`src/rtl/spi_tsel_pkg.sv`:
```
package spi_tsel_pkg;
    typedef enum logic [2:0] {
        ST_IDLE,
        ST_LEAD,
        ST_RUN,
        ST_LAG,
        ST_GAP
    } spi_st_e;
endpackage

```
`src/rtl/spi_tsel_timer.sv`:
```
module spi_tsel_timer #(
    parameter int CNT_W = 8
) (
    input  logic             clk,
    input  logic             rst_n,
    input  logic             clr_i,
    input  logic [CNT_W-1:0] lim_i,
    output logic             tc_o
);
    logic [CNT_W-1:0] cnt_q;

    always_ff @(posedge clk or negedge rst_n) begin
        if (!rst_n)     cnt_q <= '0;
        else if (clr_i) cnt_q <= '0;
        else            cnt_q <= cnt_q + 1'b1;
    end

    assign tc_o = (cnt_q == lim_i - 1'b1);
endmodule

```
`src/rtl/spi_tsel_shift.sv`:
```
module spi_tsel_shift #(
    parameter int WORD_W = 8
) (
    input  logic              clk,
    input  logic              rst_n,
    input  logic              load_i,
    input  logic              cpha_i,
    input  logic [WORD_W-1:0] tx_i,
    input  logic              launch_i,
    input  logic              sample_i,
    input  logic              miso_i,
    output logic              mosi_o,
    output logic [WORD_W-1:0] rx_o
);
    logic [WORD_W-1:0] tx_sh;

    always_ff @(posedge clk or negedge rst_n) begin
        if (!rst_n) begin
            tx_sh  <= '0;
            mosi_o <= 1'b0;
            rx_o   <= '0;
        end else if (load_i) begin
            rx_o <= '0;
            if (cpha_i) begin
                tx_sh  <= tx_i;
                mosi_o <= 1'b0;
            end else begin
                tx_sh  <= tx_i << 1;
                mosi_o <= tx_i[WORD_W-1];
            end
        end else begin
            if (launch_i) begin
                mosi_o <= tx_sh[WORD_W-1];
                tx_sh  <= tx_sh << 1;
            end
            if (sample_i) rx_o <= {rx_o[WORD_W-2:0], miso_i};
        end
    end

    // the controller never asks for a load and a bit move together
    load_excl_chk: assert property (@(posedge clk) disable iff (!rst_n)
        load_i |-> !(launch_i || sample_i));
endmodule

```
`src/rtl/spi_tsel_master.sv`:
```
module spi_tsel_master
    import spi_tsel_pkg::*;
#(
    parameter int WORD_W   = 8,
    parameter int DIV_W    = 8,
    parameter int LEAD_CYC = 2,
    parameter int LAG_CYC  = 2,
    parameter int GAP_CYC  = 2
) (
    input  logic              clk,
    input  logic              rst_n,
    input  logic              start_i,
    input  logic [WORD_W-1:0] tx_word_i,
    input  logic              sel_idx_i,
    input  logic              cpol_i,
    input  logic              cpha_i,
    input  logic [DIV_W-1:0]  div_i,
    input  logic              miso_i,
    output logic              sck_o,
    output logic              mosi_o,
    output logic [1:0]        ss_n_o,
    output logic [WORD_W-1:0] rx_word_o,
    output logic              done_o
);
    localparam int EDGES = 2 * WORD_W;
    localparam int EC_W  = $clog2(EDGES + 1);
    localparam logic [DIV_W-1:0] HALF_MIN = DIV_W'(2);

    spi_st_e          state, state_nxt;
    logic             cpol_q, cpha_q, sck_act, done_r;
    logic [DIV_W-1:0] half_q, lim;
    logic [EC_W-1:0]  edge_cnt, nxt_edge;
    logic [1:0]       ss_n_r;
    logic [WORD_W-1:0] rx_sh, rx_word_r;
    logic             go, tc, tog, launch, sample;

    assign go       = (state == ST_IDLE) && start_i;
    assign nxt_edge = edge_cnt + 1'b1;
    assign tog      = ((state == ST_LEAD) || (state == ST_RUN)) && tc;
    assign launch   = tog && (cpha_q ? nxt_edge[0]
                                     : (!nxt_edge[0] && (nxt_edge != EC_W'(EDGES))));
    assign sample   = tog && (cpha_q ? !nxt_edge[0] : nxt_edge[0]);

    always_comb begin
        unique case (state)
            ST_LEAD: lim = DIV_W'(LEAD_CYC);
            ST_RUN:  lim = half_q;
            ST_LAG:  lim = DIV_W'(LAG_CYC);
            ST_GAP:  lim = DIV_W'(GAP_CYC);
            default: lim = HALF_MIN;
        endcase
    end

    spi_tsel_timer #(.CNT_W(DIV_W)) timer_i (
        .clk   (clk),
        .rst_n (rst_n),
        .clr_i (tc || go),
        .lim_i (lim),
        .tc_o  (tc)
    );

    spi_tsel_shift #(.WORD_W(WORD_W)) shift_i (
        .clk      (clk),
        .rst_n    (rst_n),
        .load_i   (go),
        .cpha_i   (cpha_i),
        .tx_i     (tx_word_i),
        .launch_i (launch),
        .sample_i (sample),
        .miso_i   (miso_i),
        .mosi_o   (mosi_o),
        .rx_o     (rx_sh)
    );

    // next-state logic
    always_comb begin
        state_nxt = state;
        unique case (state)
            ST_IDLE: if (go) state_nxt = ST_LEAD;
            ST_LEAD: if (tc) state_nxt = ST_RUN;
            ST_RUN:  if (tc && nxt_edge == EC_W'(EDGES)) state_nxt = ST_LAG;
            ST_LAG:  if (tc) state_nxt = ST_GAP;
            ST_GAP:  if (tc) state_nxt = ST_IDLE;
            default: state_nxt = ST_IDLE;
        endcase
    end

    // state register
    always_ff @(posedge clk or negedge rst_n) begin
        if (!rst_n) state <= ST_IDLE;
        else        state <= state_nxt;
    end

    // registered outputs and transfer context
    always_ff @(posedge clk or negedge rst_n) begin
        if (!rst_n) begin
            cpol_q    <= 1'b0;
            cpha_q    <= 1'b0;
            half_q    <= HALF_MIN;
            edge_cnt  <= '0;
            sck_act   <= 1'b0;
            ss_n_r    <= 2'b11;
            done_r    <= 1'b0;
            rx_word_r <= '0;
        end else begin
            done_r <= 1'b0;
            unique case (state)
                ST_IDLE: if (go) begin
                    cpol_q   <= cpol_i;
                    cpha_q   <= cpha_i;
                    half_q   <= (div_i < HALF_MIN) ? HALF_MIN : div_i;
                    edge_cnt <= '0;
                    ss_n_r   <= sel_idx_i ? 2'b01 : 2'b10;
                end
                ST_LEAD, ST_RUN: if (tc) begin
                    sck_act  <= ~sck_act;
                    edge_cnt <= nxt_edge;
                end
                ST_LAG: if (tc) begin
                    ss_n_r    <= 2'b11;
                    done_r    <= 1'b1;
                    rx_word_r <= rx_sh;
                end
                default: begin end
            endcase
        end
    end

    assign sck_o     = ((state == ST_IDLE) ? cpol_i : cpol_q) ^ sck_act;
    assign ss_n_o    = ss_n_r;
    assign done_o    = done_r;
    assign rx_word_o = rx_word_r;

    // checker state: cycles since last clock toggle and since select fell
    logic [1:0] since_tog, since_sel;
    always_ff @(posedge clk or negedge rst_n) begin
        if (!rst_n) begin
            since_tog <= '0;
            since_sel <= '0;
        end else begin
            since_tog <= tog ? 2'd0 : ((since_tog == 2'd3) ? since_tog : since_tog + 2'd1);
            since_sel <= (ss_n_r == 2'b11) ? 2'd0
                       : ((since_sel == 2'd3) ? since_sel : since_sel + 2'd1);
        end
    end


    sel_onehot_chk: assert property (@(posedge clk) disable iff (!rst_n)
        $onehot0(~ss_n_r));

    done_desel_chk: assert property (@(posedge clk) disable iff (!rst_n)
        done_r |-> (ss_n_r == 2'b11));

    done_pulse_chk: assert property (@(posedge clk) disable iff (!rst_n)
        done_r |=> !done_r);

    phase_min_chk: assert property (@(posedge clk) disable iff (!rst_n)
        (tog && edge_cnt != '0) |-> (since_tog >= 2'd1));

    lead_min_chk: assert property (@(posedge clk) disable iff (!rst_n)
        (tog && edge_cnt == '0) |-> (since_sel >= 2'd1));

    idle_level_chk: assert property (@(posedge clk) disable iff (!rst_n)
        (state == ST_IDLE) |-> (sck_act == 1'b0 && ss_n_r == 2'b11));

    busy_hold_chk: assert property (@(posedge clk) disable iff (!rst_n)
        (state != ST_IDLE && ss_n_r != 2'b11) |=> $stable(ss_n_r) || (ss_n_r == 2'b11));
endmodule

```
`config.mk`:
```
export PLATFORM = sky130hd
export DESIGN_NAME = spi_tsel_master
export DESIGN_NICKNAME = d
export VERILOG_FILES = /design/src/rtl/spi_tsel_pkg.sv /design/src/rtl/spi_tsel_timer.sv /design/src/rtl/spi_tsel_shift.sv /design/src/rtl/spi_tsel_master.sv
export SDC_FILE = /design/constraint.sdc
export NUM_CORES = 1
export LEC_CHECK = 0
export BUFFER_PORTS_ARGS = -buffer_cell sky130_fd_sc_hd__buf_2
export CORE_MARGIN = 2
export CORE_UTILIZATION = 23
export DETAILED_ROUTE_END_ITERATION = 7
export GPL_TIMING_DRIVEN = 0
export SLEW_MARGIN = 10
export SYNTH_ARGS = -nofsm -noshare
export SYNTH_HDL_FRONTEND = slang
export SYNTH_SLANG_ARGS = --single-unit
```
`constraint.sdc`:
```
create_clock -name clk -period 5.9 [get_ports clk]
set_input_delay 1.475 -clock clk [delete_from_list [all_inputs] [get_ports clk]]
set_output_delay 1.475 -clock clk [all_outputs]
set_load 0.05 [all_outputs]
```
After elaboration in Yosys (flattened, before gate mapping)
Index checks and enable logic that the tools add are counted.
W data, S select, Z words.
- add/subtract/negate cells: 3
- $lt $le $gt $ge: 1
- equal/unequal tests: 13
- multiplexer cells: 29
- bitwise logic cells: 2
- reduce and logical (&&, ||, !) cells: 21
- operators with widths (cell ; count):
    $mux W8 ; 8
    $mux W3 ; 5
    $pmux W3 S5 ; 1
    $mux W5 ; 2
    $ne A2 B2 Y1 const B ; 5
    $pmux W5 S2 ; 1
    $add A8 B1 Y8 const B ; 1
    $eq A8 B8 Y1 ; 1
    $lt A8 B2 Y1 const B ; 1
    $mux W1 ; 8
    $reduce_bool A2 Y1 ; 4
    $sub A8 B1 Y8 const B ; 1
    $eq A3 B2 Y1 const B ; 2
    $logic_and A1 B1 Y1 ; 6
    $mux W2 ; 3
    $reduce_and A2 Y1 ; 3
    $reduce_and A3 Y1 ; 2
    $add A5 B1 Y5 const B ; 1
    $eq A5 B5 Y1 const B ; 1
    $ne A5 B5 Y1 const B ; 1
    $reduce_and A5 Y1 ; 1
    $pmux W2 S2 ; 1
    $eq A3 B1 Y1 const B ; 1
    $eq A3 B3 Y1 const B ; 1
    7 further kinds ; 8
- flip-flop bits (word level): 55
- input port bits: 23
- logic and storage cells: 82

Depth between registers and ports, before layout
Gate-level depths: netlist of the first run.
- depth in word-level cells: 8
- mapped depth: 13
- depth with buffers taken out: 10

Modules after synthesis
From an unflattened synthesis of the first run, not the netlist that was laid out.
- cells, all modules: 254
- area total of the unflattened synthesis: 2896.5 um2
- modules (own cells, without submodules) (module ; instances ; cells an instance ; area each (um2) ; seq. area each (um2)):
    spi_tsel_master ; 1 ; 122 ; 1445.1 ; 754.5
    spi_tsel_shift ; 1 ; 65 ; 848.3 ; 425.4
    spi_tsel_timer ; 1 ; 67 ; 603.1 ; 200.2

Least setup slack after synthesis of the first run
No wires, ideal clock.
- path kind: input-to-output
- from: input cpol_i
- to: output sck_o
- arrival: 2.377 ns
- required time: 4.425 ns
- slack: 2.048 ns
- stages on the path: 2
- buffers on the path: 0
- path through: mux2i_1 > xnor2_1
- cells in the longest elaborated chain, start to end: 2
- RTL lines (element ; line ; source):
    from (decl) ; spi_tsel_master.sv:15 ; input logic cpol_i,
    $mux W1 ; spi_tsel_master.sv:129 ; assign sck_o = ((state == ST_IDLE) ? cpol_i : cpol_q) ^ sck_act;
    $xor A1 B1 Y1 ; spi_tsel_master.sv:129 ;
    to (decl) ; spi_tsel_master.sv:19 ; output logic sck_o,
No other way between the ends.

Final worst setup path of the first run
- from: register state[2]
- to: register edge_cnt[1]
- cells in the longest elaborated chain, start to end: 6
- RTL lines (element ; line ; source):
    from (decl) ; spi_tsel_master.sv:29 ; spi_st_e state, state_nxt;
    from (signal assigned) ; spi_tsel_master.sv:91 ; else state <= state_nxt;
    $eq A3 B2 Y1 ; spi_tsel_master.sv:45, spi_tsel_master.sv:107 ;
    $mux W8 ; spi_tsel_master.sv:45 ; unique case (state)
    $sub A8 B1 Y8 ; spi_tsel_timer.sv:18 ; assign tc_o = (cnt_q == lim_i - 1'b1);
    $eq A8 B8 Y1 ; spi_tsel_timer.sv:18 ;
    $ne A2 B2 Y1 (no source line) ; -- ;
    $reduce_and A3 Y1 (no source line) ; -- ;
    to (signal assigned) ; spi_tsel_master.sv:117 ; edge_cnt <= nxt_edge;
    to (decl) ; spi_tsel_master.sv:32 ; logic [EC_W-1:0] edge_cnt, nxt_edge;
Parallel ways exist; a longest one is shown, timed or not.
A chain may end at the register's enable or synchronous reset.

==> results of run 1 <==
-- state kept, by name (all words and copies together), names as in the netlist --
signal	cells
ss_n_o	2
done_o	1
edge_cnt	5
shift_i.mosi_o	1
timer_i.cnt_q	8
shift_i.tx_sh	8
half_q	8
state	3
cpha_q	1
sck_act	1
shift_i.rx_o	8
cpol_q	1
rx_word_o	8
-- per-layer routing --
layer	routed length, um	track usage (%)
met4	63	2.69
met5	0	0
met3	269	2.50
met2	3010	14.6
met1	3310	13.7
-- cells by family (layout without fill, tap and decap cells) --
kind of cell    Yosys count  after routing
buf+inv                  30             73
xor+xnor                 16             16
flops                    55             55
fa+ha+maj                 3              3
mux                      32             32
compound gates           50             50
simple gates            126            126
-- cells in the final DEF, fill, tap and decap left out, types with 2 or more instances in the layout --
cell	instances
sky130_fd_sc_hd__xnor2_1	6
sky130_fd_sc_hd__buf_1	2
sky130_fd_sc_hd__mux2_2	10
sky130_fd_sc_hd__o21ai_0	6
sky130_fd_sc_hd__o21a_1	2
sky130_fd_sc_hd__nand3b_1	3
sky130_fd_sc_hd__mux2i_1	16
sky130_fd_sc_hd__nand3_1	13
sky130_fd_sc_hd__ha_1	3
sky130_fd_sc_hd__clkbuf_16	5
sky130_fd_sc_hd__nor3_1	7
sky130_fd_sc_hd__nand2b_1	6
sky130_fd_sc_hd__dfrtp_1	52
sky130_fd_sc_hd__buf_2	37
sky130_fd_sc_hd__a21oi_1	8
sky130_fd_sc_hd__or3_1	2
sky130_fd_sc_hd__mux2_4	6
sky130_fd_sc_hd__o211ai_1	4
sky130_fd_sc_hd__or2_2	2
sky130_fd_sc_hd__inv_1	15
sky130_fd_sc_hd__inv_6	2
sky130_fd_sc_hd__clkbuf_1	7
sky130_fd_sc_hd__xor2_1	10
sky130_fd_sc_hd__buf_6	2
sky130_fd_sc_hd__dfstp_2	3
sky130_fd_sc_hd__a211o_1	2
sky130_fd_sc_hd__nor2b_1	3
sky130_fd_sc_hd__nor4_1	2
sky130_fd_sc_hd__or4_1	2
sky130_fd_sc_hd__and3_1	4
sky130_fd_sc_hd__o21ai_1	7
sky130_fd_sc_hd__nand2_1	50
sky130_fd_sc_hd__a2111oi_4	3
sky130_fd_sc_hd__nor2_1	19
-- power by group through the flow --
stage / combinational [mW] / sequential, mW / clock (mW)
final: 0.875 / 0.641 / 0.309
after global routing: 0.979 / 0.664 / 0.329
after CTS: 0.882 / 0.641 / 0.319
after detailed placement: 0.878 / 0.646 / 0
after global placement: 0.860 / 0.641 / 0
after floorplan: 0.628 / 0.697 / 0
-- worst max-delay path, stage by stage, from the launching register on --
cell and delay, ns:
sky130_fd_sc_hd__dfrtp_1 0.36, sky130_fd_sc_hd__buf_2 0.17, sky130_fd_sc_hd__or3b_1 0.34, sky130_fd_sc_hd__buf_2 0.18, sky130_fd_sc_hd__nor2_1 0.11, sky130_fd_sc_hd__ha_1 0.29
sky130_fd_sc_hd__nor4bb_1 0.25, sky130_fd_sc_hd__o21ai_0 0.15, sky130_fd_sc_hd__and4_1 0.25, sky130_fd_sc_hd__o211ai_1 0.64, sky130_fd_sc_hd__a211oi_2 0.17, sky130_fd_sc_hd__nand2b_1 0.19
sky130_fd_sc_hd__buf_2 0.20, sky130_fd_sc_hd__a32o_1 0.26
-- stage by stage --
| stage | cell area, sq um | hold WS [ns] | utilization [%] | cells |
|---|---|---|---|---|
| floorplan | 3130 | 0.445 | - | 312 |
| global placement | 3520 | 0.465 | 26.6 | 522 |
| detailed placement | 3540 | 0.463 | 26.7 | 523 |
| CTS | 3680 | 0.480 | 27.8 | 531 |
| global route | 3680 | 0.518 | 27.8 | 531 |
| finish | 3680 | 0.483 | 27.8 | 531 |
-- final cells by class --
cell class,instances,area (sq um),area share [%]
Multi-Input combinational cell,227,1610,43.7
Sequential cell,55,1380,37.5
Tap cell,176,220,5.98
Timing Repair Buffer,35,190,5.16
Clock buffer,5,125,3.40
Buffer,15,78.8,2.14
Inverter,15,56.3,1.53
Clock inverter,3,22.5,0.611
-- synth_stat cells, drive strengths merged, types with 4 or more instances --
library cell  number
a21oi              8
nand2b             6
dfrtp             52
mux2i             16
nand3b             4
nand3             14
inv               15
o211ai             4
buf                8
nand2             51
clkbuf             7
a2111oi            5
xor2              10
o21ai             13
nor2              19
mux2              16
xnor2              6
and3               4
nor3               7
-- final timing paths --
kind / start / endpoint / cells past startpoint
min in group asynchronous: rst_n / shift_i.tx_sh[6]$_DFFE_PN0P_ / 1
max reg2reg: state[2]$_DFFE_PN0P_ / edge_cnt[1]$_DFFE_PN0P_ / 13
min reg2reg: cpol_q$_DFFE_PN0P_ / cpol_q$_DFFE_PN0P_ / 2
max in group asynchronous: rst_n / ss_n_o[0]$_DFFE_PN1P_ / 2
min: cpol_q$_DFFE_PN0P_ / cpol_q$_DFFE_PN0P_ / 2
max: state[2]$_DFFE_PN0P_ / edge_cnt[1]$_DFFE_PN0P_ / 13
==> results.txt, run 1 <==
- Ys async rst share: 100%
- The final route contains 2,385 vias.
- Net switching is 43.8% of the power.
* # Post-CTS Setup Buffers: 0
- Result of the run: finished, final reports clean
- Adder-cell share of the synthesized area: 1.20%
* Ys flop type: sky130_fd_sc_hd__dfrtp_1
- For the final database, setup skew stands at 0.00713 ns.
- Setup Total Neg Slack: 0 ns
* Count of yosys warnings during synthesis: 0
- Global-route usage over all layers: 9.68%
- The first routing iteration left 104 violations.
- Antenna violations before repair: 0
* Wire length of the first global-routing pass: 11.4 mm
* Cell area after synthesis: 3130 sq um
* Register bit total from synthesis: 55
* Floorplan row count: 42
* Max_slew headroom: 46.0%
- Clock latency on the worst-skew pair, taken at its later pin, is 0.31 ns.
- Detailed-route vias per instance: 4.49
- Of all nets on the critical path, the largest fanout is 10.
- Once the floorplan was initialized, standard cells occupied 23.6% of the core.
* DIE WIDTH: 121 um
* EDFF count, synth: 0
* Area growth from synthesis to final layout: 17.8%
- Once the clock tree was built, the resizer swapped 0 gates to a different size.
- At the pin with the least slew margin, the transition time is 0.807 ns.
- Post-synthesis xor/xnor area fraction: 4.48%
* Leakage: 1.68 nW
- The max-slew violation total from the final report is 0.
- Share of cells above drive strength 1: 23.7%
- Library cell occupying the most area in the post-synthesis netlist: sky130_fd_sc_hd__dfrtp_1
* Final net count: 380
- Synthesized net count: 338
- Die Y: 121 um
* Category of the worst setup path launch point: flip-flop
- Combinational share of power: 47.9%
- Wires add up to 6.65 mm.
- Final critical-path required period: 3.68 ns
- At the worst endpoint, the arrival time is 3.88 ns.
- The average instance in the mapped netlist occupies 10.0 sq um.
* Post-Synth Simple-Gate Area: 20.3%
* Final period utilization: 62.4%
* Proportion of power drawn by the clock network: 16.9%
* Worst setup slack before clock tree synthesis: 2.23 ns
* # diodes: 0
- Multiplexer cells account for 11.6% of the synthesized area.
- Post-DP HPWL: 4.83 mm
- Max IR drop VDD: 211 uV
* Data required, critical path: 6.10 ns
- Count of port buffers added during placement: 34
- The worst setup path is captured at a flip-flop.
- Count of final setup violators: 0
* Fillers: 1,420
- Total CTS buffers: 5
- Floorplan core area: 13,200 sq um
- TritonCTS clock tree: built
- Post-detailed-route DRC marker count: 0
* DRT antenna net count: 0
- Number of levels in the clock H-tree: 2
* Share of the synthesized area in compound gates (AO/OA/AOI/OAI): 13.9%
* Largest cells by area after synthesis: sky130_fd_sc_hd__dfrtp_1 42%, sky130_fd_sc_hd__nand2_1 6.0%, sky130_fd_sc_hd__mux2i_1 5.1%
- Unrepaired setup endpoints after global routing: no
* Top-Level Pins: 36
- Dividing the detail-routed wire length by the instance count gives 12.5 um.
- In this run, distinct cell masters in the synthesized netlist total 64.
- Summed over its instances, the top area cell type makes up 41.6% of the synthesized netlist area.
- Relative contribution of sequential cells to total power: 35.1%
* Share of synthesized area occupied by flip-flops and latches: 44.1%
- Number of global-route vias before repair: 2,346
* Final RePlAce weighted congestion: 0.814
- Reg-to-reg setup timing slack: 2.22 ns
- P_int: 1.03 mW
- Mapped Cells: 312
* Sw Pwr: 0.799 mW
- Largest buffer count on any clock path: 2
* Power, Total: 1.82 mW
* Cts-stage hold buffer count: 0
- Maximum number of pins on one net before global-route repair: 31
* Total die area: 14,500 sq um
- Clock tree sinks: 55
- Post-layout worst setup margin: 2.22 ns
* Count of final hold-check violations: 0
- CTS placed an instance of sky130_fd_sc_hd__clkbuf_16 at the clock tree root.
- Pre-Repair DR Iteration Count: 5
- The worst setup path is of the flip-flop to flip-flop kind.
- For this design the ratio of total power to cell area is 495 nW/um^2.
* Largest family of logic cells by synthesized area: simple AND/OR/NAND/NOR gates
- Path type of the worst min-delay path: flip-flop to flip-flop
- After clock tree synthesis, the clock-pin slew on the worst setup and hold paths is 0.08 ns.
* Max-cap check violation count: 0
- Static timing analysis puts the maximum clock frequency at 272 MHz.
- Remaining global-route overflow: 0
Power figures use the tool's default switching activity.
==> run 2: changes to the inputs <==
--- a/config.mk
+++ b/config.mk
@@ -5,6 +5,7 @@
 export SDC_FILE = /design/constraint.sdc
 export NUM_CORES = 1
 export LEC_CHECK = 0
+export ABC_AREA = 1
 export BUFFER_PORTS_ARGS = -buffer_cell sky130_fd_sc_hd__buf_2
 export CORE_MARGIN = 2
 export CORE_UTILIZATION = 23
==> constraint.sdc (replaced) <==
create_clock -name clk -period 3.6 [get_ports clk]
set_input_delay 0.9 -clock clk [delete_from_list [all_inputs] [get_ports clk]]
set_output_delay 0.9 -clock clk [all_outputs]
set_load 0.05 [all_outputs]
==> run 2 against run 1 <==
Clock-buffer cell count did not move. Core utilization rose by 0.11 points. First-iteration DRC count rose by 81%. Routed wire length increased by 9.3%. Critical endpoint is now sck_o. Sequential power up 38%. Worst hold slack worse by 0.019 ns. Combinational power down 43%. Via count is 15% higher. Cell count increased by 16%.
==> results.txt, run 2 <==
- The total negative slack for setup checks was 0 ns (unchanged).
- Setup repair after global routing left no endpoint under its margin.
* Fillers: 1,403 (-1.2%)
- Sw Pwr: 0.671 mW (-16%)
- STA classifies the critical path startpoint as a flip-flop.
- The share of layout cells above drive strength 1 was 14.6% (-9.0 points).
* Biggest fanout along the worst timing path: 10 (unchanged)
* Total die area: 13,900 sq um (-4.5%)
- Ratio of total power to cell area: 541 nW/um^2 (+9.3%)
- Post-layout worst setup margin: 0.621 ns (-1.60 ns)
* Library cell occupying the most area in the post-synthesis netlist: sky130_fd_sc_hd__dfrtp_1
* Synthesized net count: 428 (+27%)
- The detail-routed via count per cell came to 4.44 (-1.1%).
- Max_slew headroom: 52.1% (+6.1 points)
- Yosys top cell area share: 43.6% (+2.0 points)
- Clk_lat worst skew: 0.30 ns (about the same)
- Worst path slowest cell: sky130_fd_sc_hd__dfrtp_1
* Worst setup slack before clock tree synthesis: 0.830 ns (-1.40 ns)
- The flow ran to the end, and the final reports show no timing, DRC or antenna violations.
* Mapped Cells: 402 (+29%)
- Die Y: 118 um (-2.3%)
* Leakage: 1.89 nW (+12%)
- Number of levels in the clock H-tree: 2 (unchanged)
- The row count came to 41 (-2.4%).
* Routed len/inst: 11.8 um (-5.8%)
- Library cell used as clock root buffer: sky130_fd_sc_hd__clkbuf_16
- Most frequent cells after synthesis: 155 x sky130_fd_sc_hd__nand2_1, 52 x sky130_fd_sc_hd__dfrtp_1, 48 x sky130_fd_sc_hd__nand3_1
* Post-detailed-route DRC marker count: 0 (unchanged)
- Relative contribution of sequential cells to total power: 46.3% (+11 points)
- Final RePlAce weighted congestion: 0.813 (about the same)
- The number of non-filler instances in the completed layout is 616 (+16%).
* Count of different cell masters after synthesis: 30 (-53%)
- Top-Level Pins: 36 (unchanged)
- The clock-pin slew reported for the worst setup and hold paths after clock tree synthesis was 0.08 ns (about the same).
- The effective utilization at floorplan came to 23.6% (about the same).
* Count of port buffers added during placement: 34 (unchanged)
- TritonCTS clock tree: built
* # Post-CTS Setup Buffers: 0 (unchanged)
- Largest buffer count on any clock path: 2 (unchanged)
* Number of cells upsized or downsized after cts: 0 (unchanged)
- Count of yosys warnings during synthesis: 0 (unchanged)
- The arrival time at the worst endpoint came to 2.08 ns (-1.80 ns).
- The width of the chip came to 118 um (-2.3%).
- Global-route usage over all layers: 10.9% (+1.3 points)
* Cts-stage hold buffer count: 0 (unchanged)
- Leading cell type by number of instances after synthesis: sky130_fd_sc_hd__nand2_1
- Final Max Slew Viols: 0 (unchanged)
* Total placed cells including tap cells: 608 (+16%)
- Worst Tran Pin Value: 0.718 ns (-0.0886 ns)
- Pre-Repair DR Iteration Count: 5 (unchanged)
- Path type of the worst min-delay path: flip-flop to flip-flop
- The area used by sequential logic in the layout came to 1380 sq um (unchanged).
* Area growth from synthesis to final layout: 18.3%
- EDFF count, synth: 0 (unchanged)
- Most common cell after layout, fill and taps aside: sky130_fd_sc_hd__nand2_1
- P_int: 1.24 mW (+21%)
- Remaining global-route overflow: 0 (unchanged)
- The biggest cell delay along the critical path is 0.36 ns (-0.28 ns).
* Share of synthesized area occupied by flip-flops and latches: 46.3% (+2.1 points)
- The part of the total power dissipated in combinational logic came to 26.4% (-21 points).
- Ys flop type: sky130_fd_sc_hd__dfrtp_1
- The worst setup path is captured at an output pin.
- Max-cap check violation count: 0 (unchanged)
- Final critical-path required period: 2.98 ns
- The final setup violation count came to 0 (unchanged).
* Post-DP HPWL: 5.20 mm (+7.7%)
- Proportion of power drawn by the clock network: 27.3% (+10 points)
* Ys async rst share: 100% (unchanged)
- Register bit total from synthesis: 55 (unchanged)
* Cell area after synthesis: 2980 sq um (-4.6%)
- The area of the placeable core came to 12,600 sq um (-4.7%).
- The maximum number of pins on one net before global-route repair came to 56 (+81%).
- The synthesized area per cell is 7.42 sq um (-26%).
- The worst path uses 82.8% of the clock period.
- The internal reg-to-reg setup slack was 0.81 ns (-1.41 ns).
* Number of global-route vias before repair: 2,593 (+11%)
- Most common cell on crit path: sky130_fd_sc_hd__buf_2
* Clock tree sinks: 55 (unchanged)
- The signal on the critical path passes through buf_2 > buf_2 > nor2_1 > inv_1 > nor2_1 > nand2_1 > o21ai_0 > xnor2_1 > buf_2.
- The library cells used most frequently in the layout, excluding fill and tap cells, are 155 x sky130_fd_sc_hd__nand2_1, 52 x sky130_fd_sc_hd__dfrtp_1, 48 x sky130_fd_sc_hd__nand3_1.
- # diodes: 0 (unchanged)
* Critical path class: flip-flop to output pin
- Final net count: 469 (+23%)
- The largest vdd supply drop was 261 uV (+24%).
- Area taken by multi-input logic gates: 1390 sq um (-14%)
- Static timing analysis puts the maximum clock frequency at 336 MHz.
- The initial detailed-routing violation count was 188 (+81%).
* Data required, critical path: 2.70 ns (-3.40 ns)
- DRT antenna net count: 0 (unchanged)
- The initial antenna violation count is 0 (unchanged).
- The finished layout cell area was 3530 sq um (-4.3%).
- Proportion of total power due to net switching: 35.1% (-8.6 points)
* Layout Skew: 0.00935 ns (+0.00222 ns)
- Vias: 2,737 (+15%)
* Count of final hold-check violations: 0 (unchanged)
- Ranked by total cell area, the synthesized netlist is headed by sky130_fd_sc_hd__dfrtp_1 44%, sky130_fd_sc_hd__nand2_1 20%, sky130_fd_sc_hd__nand3_1 8.1%.
- The TritonCTS buffer count is 5 (unchanged).
* Aggregate routed wire length: 7.27 mm (+9.3%)
- Instance area at placement: 3370 sq um (-4.7%)
- The wire length of the first global-routing pass came to 12.5 mm (+9.3%).
run 2: cell count changes in the layout (fill, tap and decap cells not counted), sizes merged, moves of 5 or more:
| cell | previous run | this run |
|---|---|---|
| a2111oi | 5 | 0 |
| o21ai | 13 | 20 |
| nand3 | 14 | 48 |
| mux2i | 16 | 0 |
| nand2b | 6 | 0 |
| nor2 | 19 | 28 |
| nand4 | 1 | 6 |
| inv | 17 | 42 |
| mux2 | 16 | 0 |
| nand2 | 51 | 160 |
run 2: kinds of logic (layout without fill, tap and decap cells):
logic type	after synthesis	in the layout	synth area share (%)
fa+ha+maj	3	3	1.26
buf+inv	52	94	6.97
flops	55	55	46.3
simple gates	252	252	36.9
compound gates	30	30	5.62
xor+xnor	10	10	2.94
run 2: area by class of cell:
type,count,share of cell area [%]
clock inverter,3,0.887
clock buffer,5,3.55
buffer,11,1.49
inverter,41,4.40
sequential,55,39.1
tap,172,6.10
timing repair buffer,34,4.90
multi-input combinational,295,39.5
run 2: path summary, 6_finish.rpt:
kind / start / to / cells past startpoint
worst max-delay path: state[1]$_DFFE_PN0P_ / sck_o / 9
worst min-delay path: ss_n_o[0]$_DFFE_PN1P_ / ss_n_o[0]$_DFFE_PN1P_ / 2
worst max register to register: state[0]$_DFFE_PN0P_ / shift_i.tx_sh[3]$_DFFE_PN0P_ / 16
worst min register to register: ss_n_o[0]$_DFFE_PN1P_ / ss_n_o[0]$_DFFE_PN1P_ / 2
max in group asynchronous: rst_n / rx_word_o[6]$_DFFE_PN0P_ / 1
min in group asynchronous: rst_n / half_q[2]$_DFFE_PN0P_ / 1
run 2: layer usage:
layer,global-route usage (%),part of all wire [%],up-vias
met5,0,0,-
met4,3.69,0.69,0
met3,2.42,5.7,4
met2,16.8,45,73
met1,15.2,48,1299
li1,-,-,1361
run 2: critical path: cells and delay by family (launching register included):
kind	cells	cell delay, ns
compound gates	1	0.10
xor+xnor	1	0.16
buf+inv	4	0.74
flops	1	0.36
simple gates	3	0.42
run 2: stage by stage:
stage          utilization, %  hold WS [ns]  power (mW)
2_1_floorplan               -         0.448        1.27
3_3_place_gp             26.7         0.454        1.38
3_5_place_dp             26.7         0.453        1.40
4_1_cts                  27.9         0.466        1.93
5_1_grt                  27.9         0.498        2.05
6_report                 27.9         0.463        1.91
run 2: power groups by stage:
stage	Sequential [mW]	Clock, mW	Combinational (mW)
2_1_floorplan	0.888	0	0.383
3_3_place_gp	0.888	0	0.488
3_5_place_dp	0.892	0	0.507
4_1_cts	0.882	0.538	0.510
5_1_grt	0.908	0.561	0.582
6_report	0.884	0.521	0.503
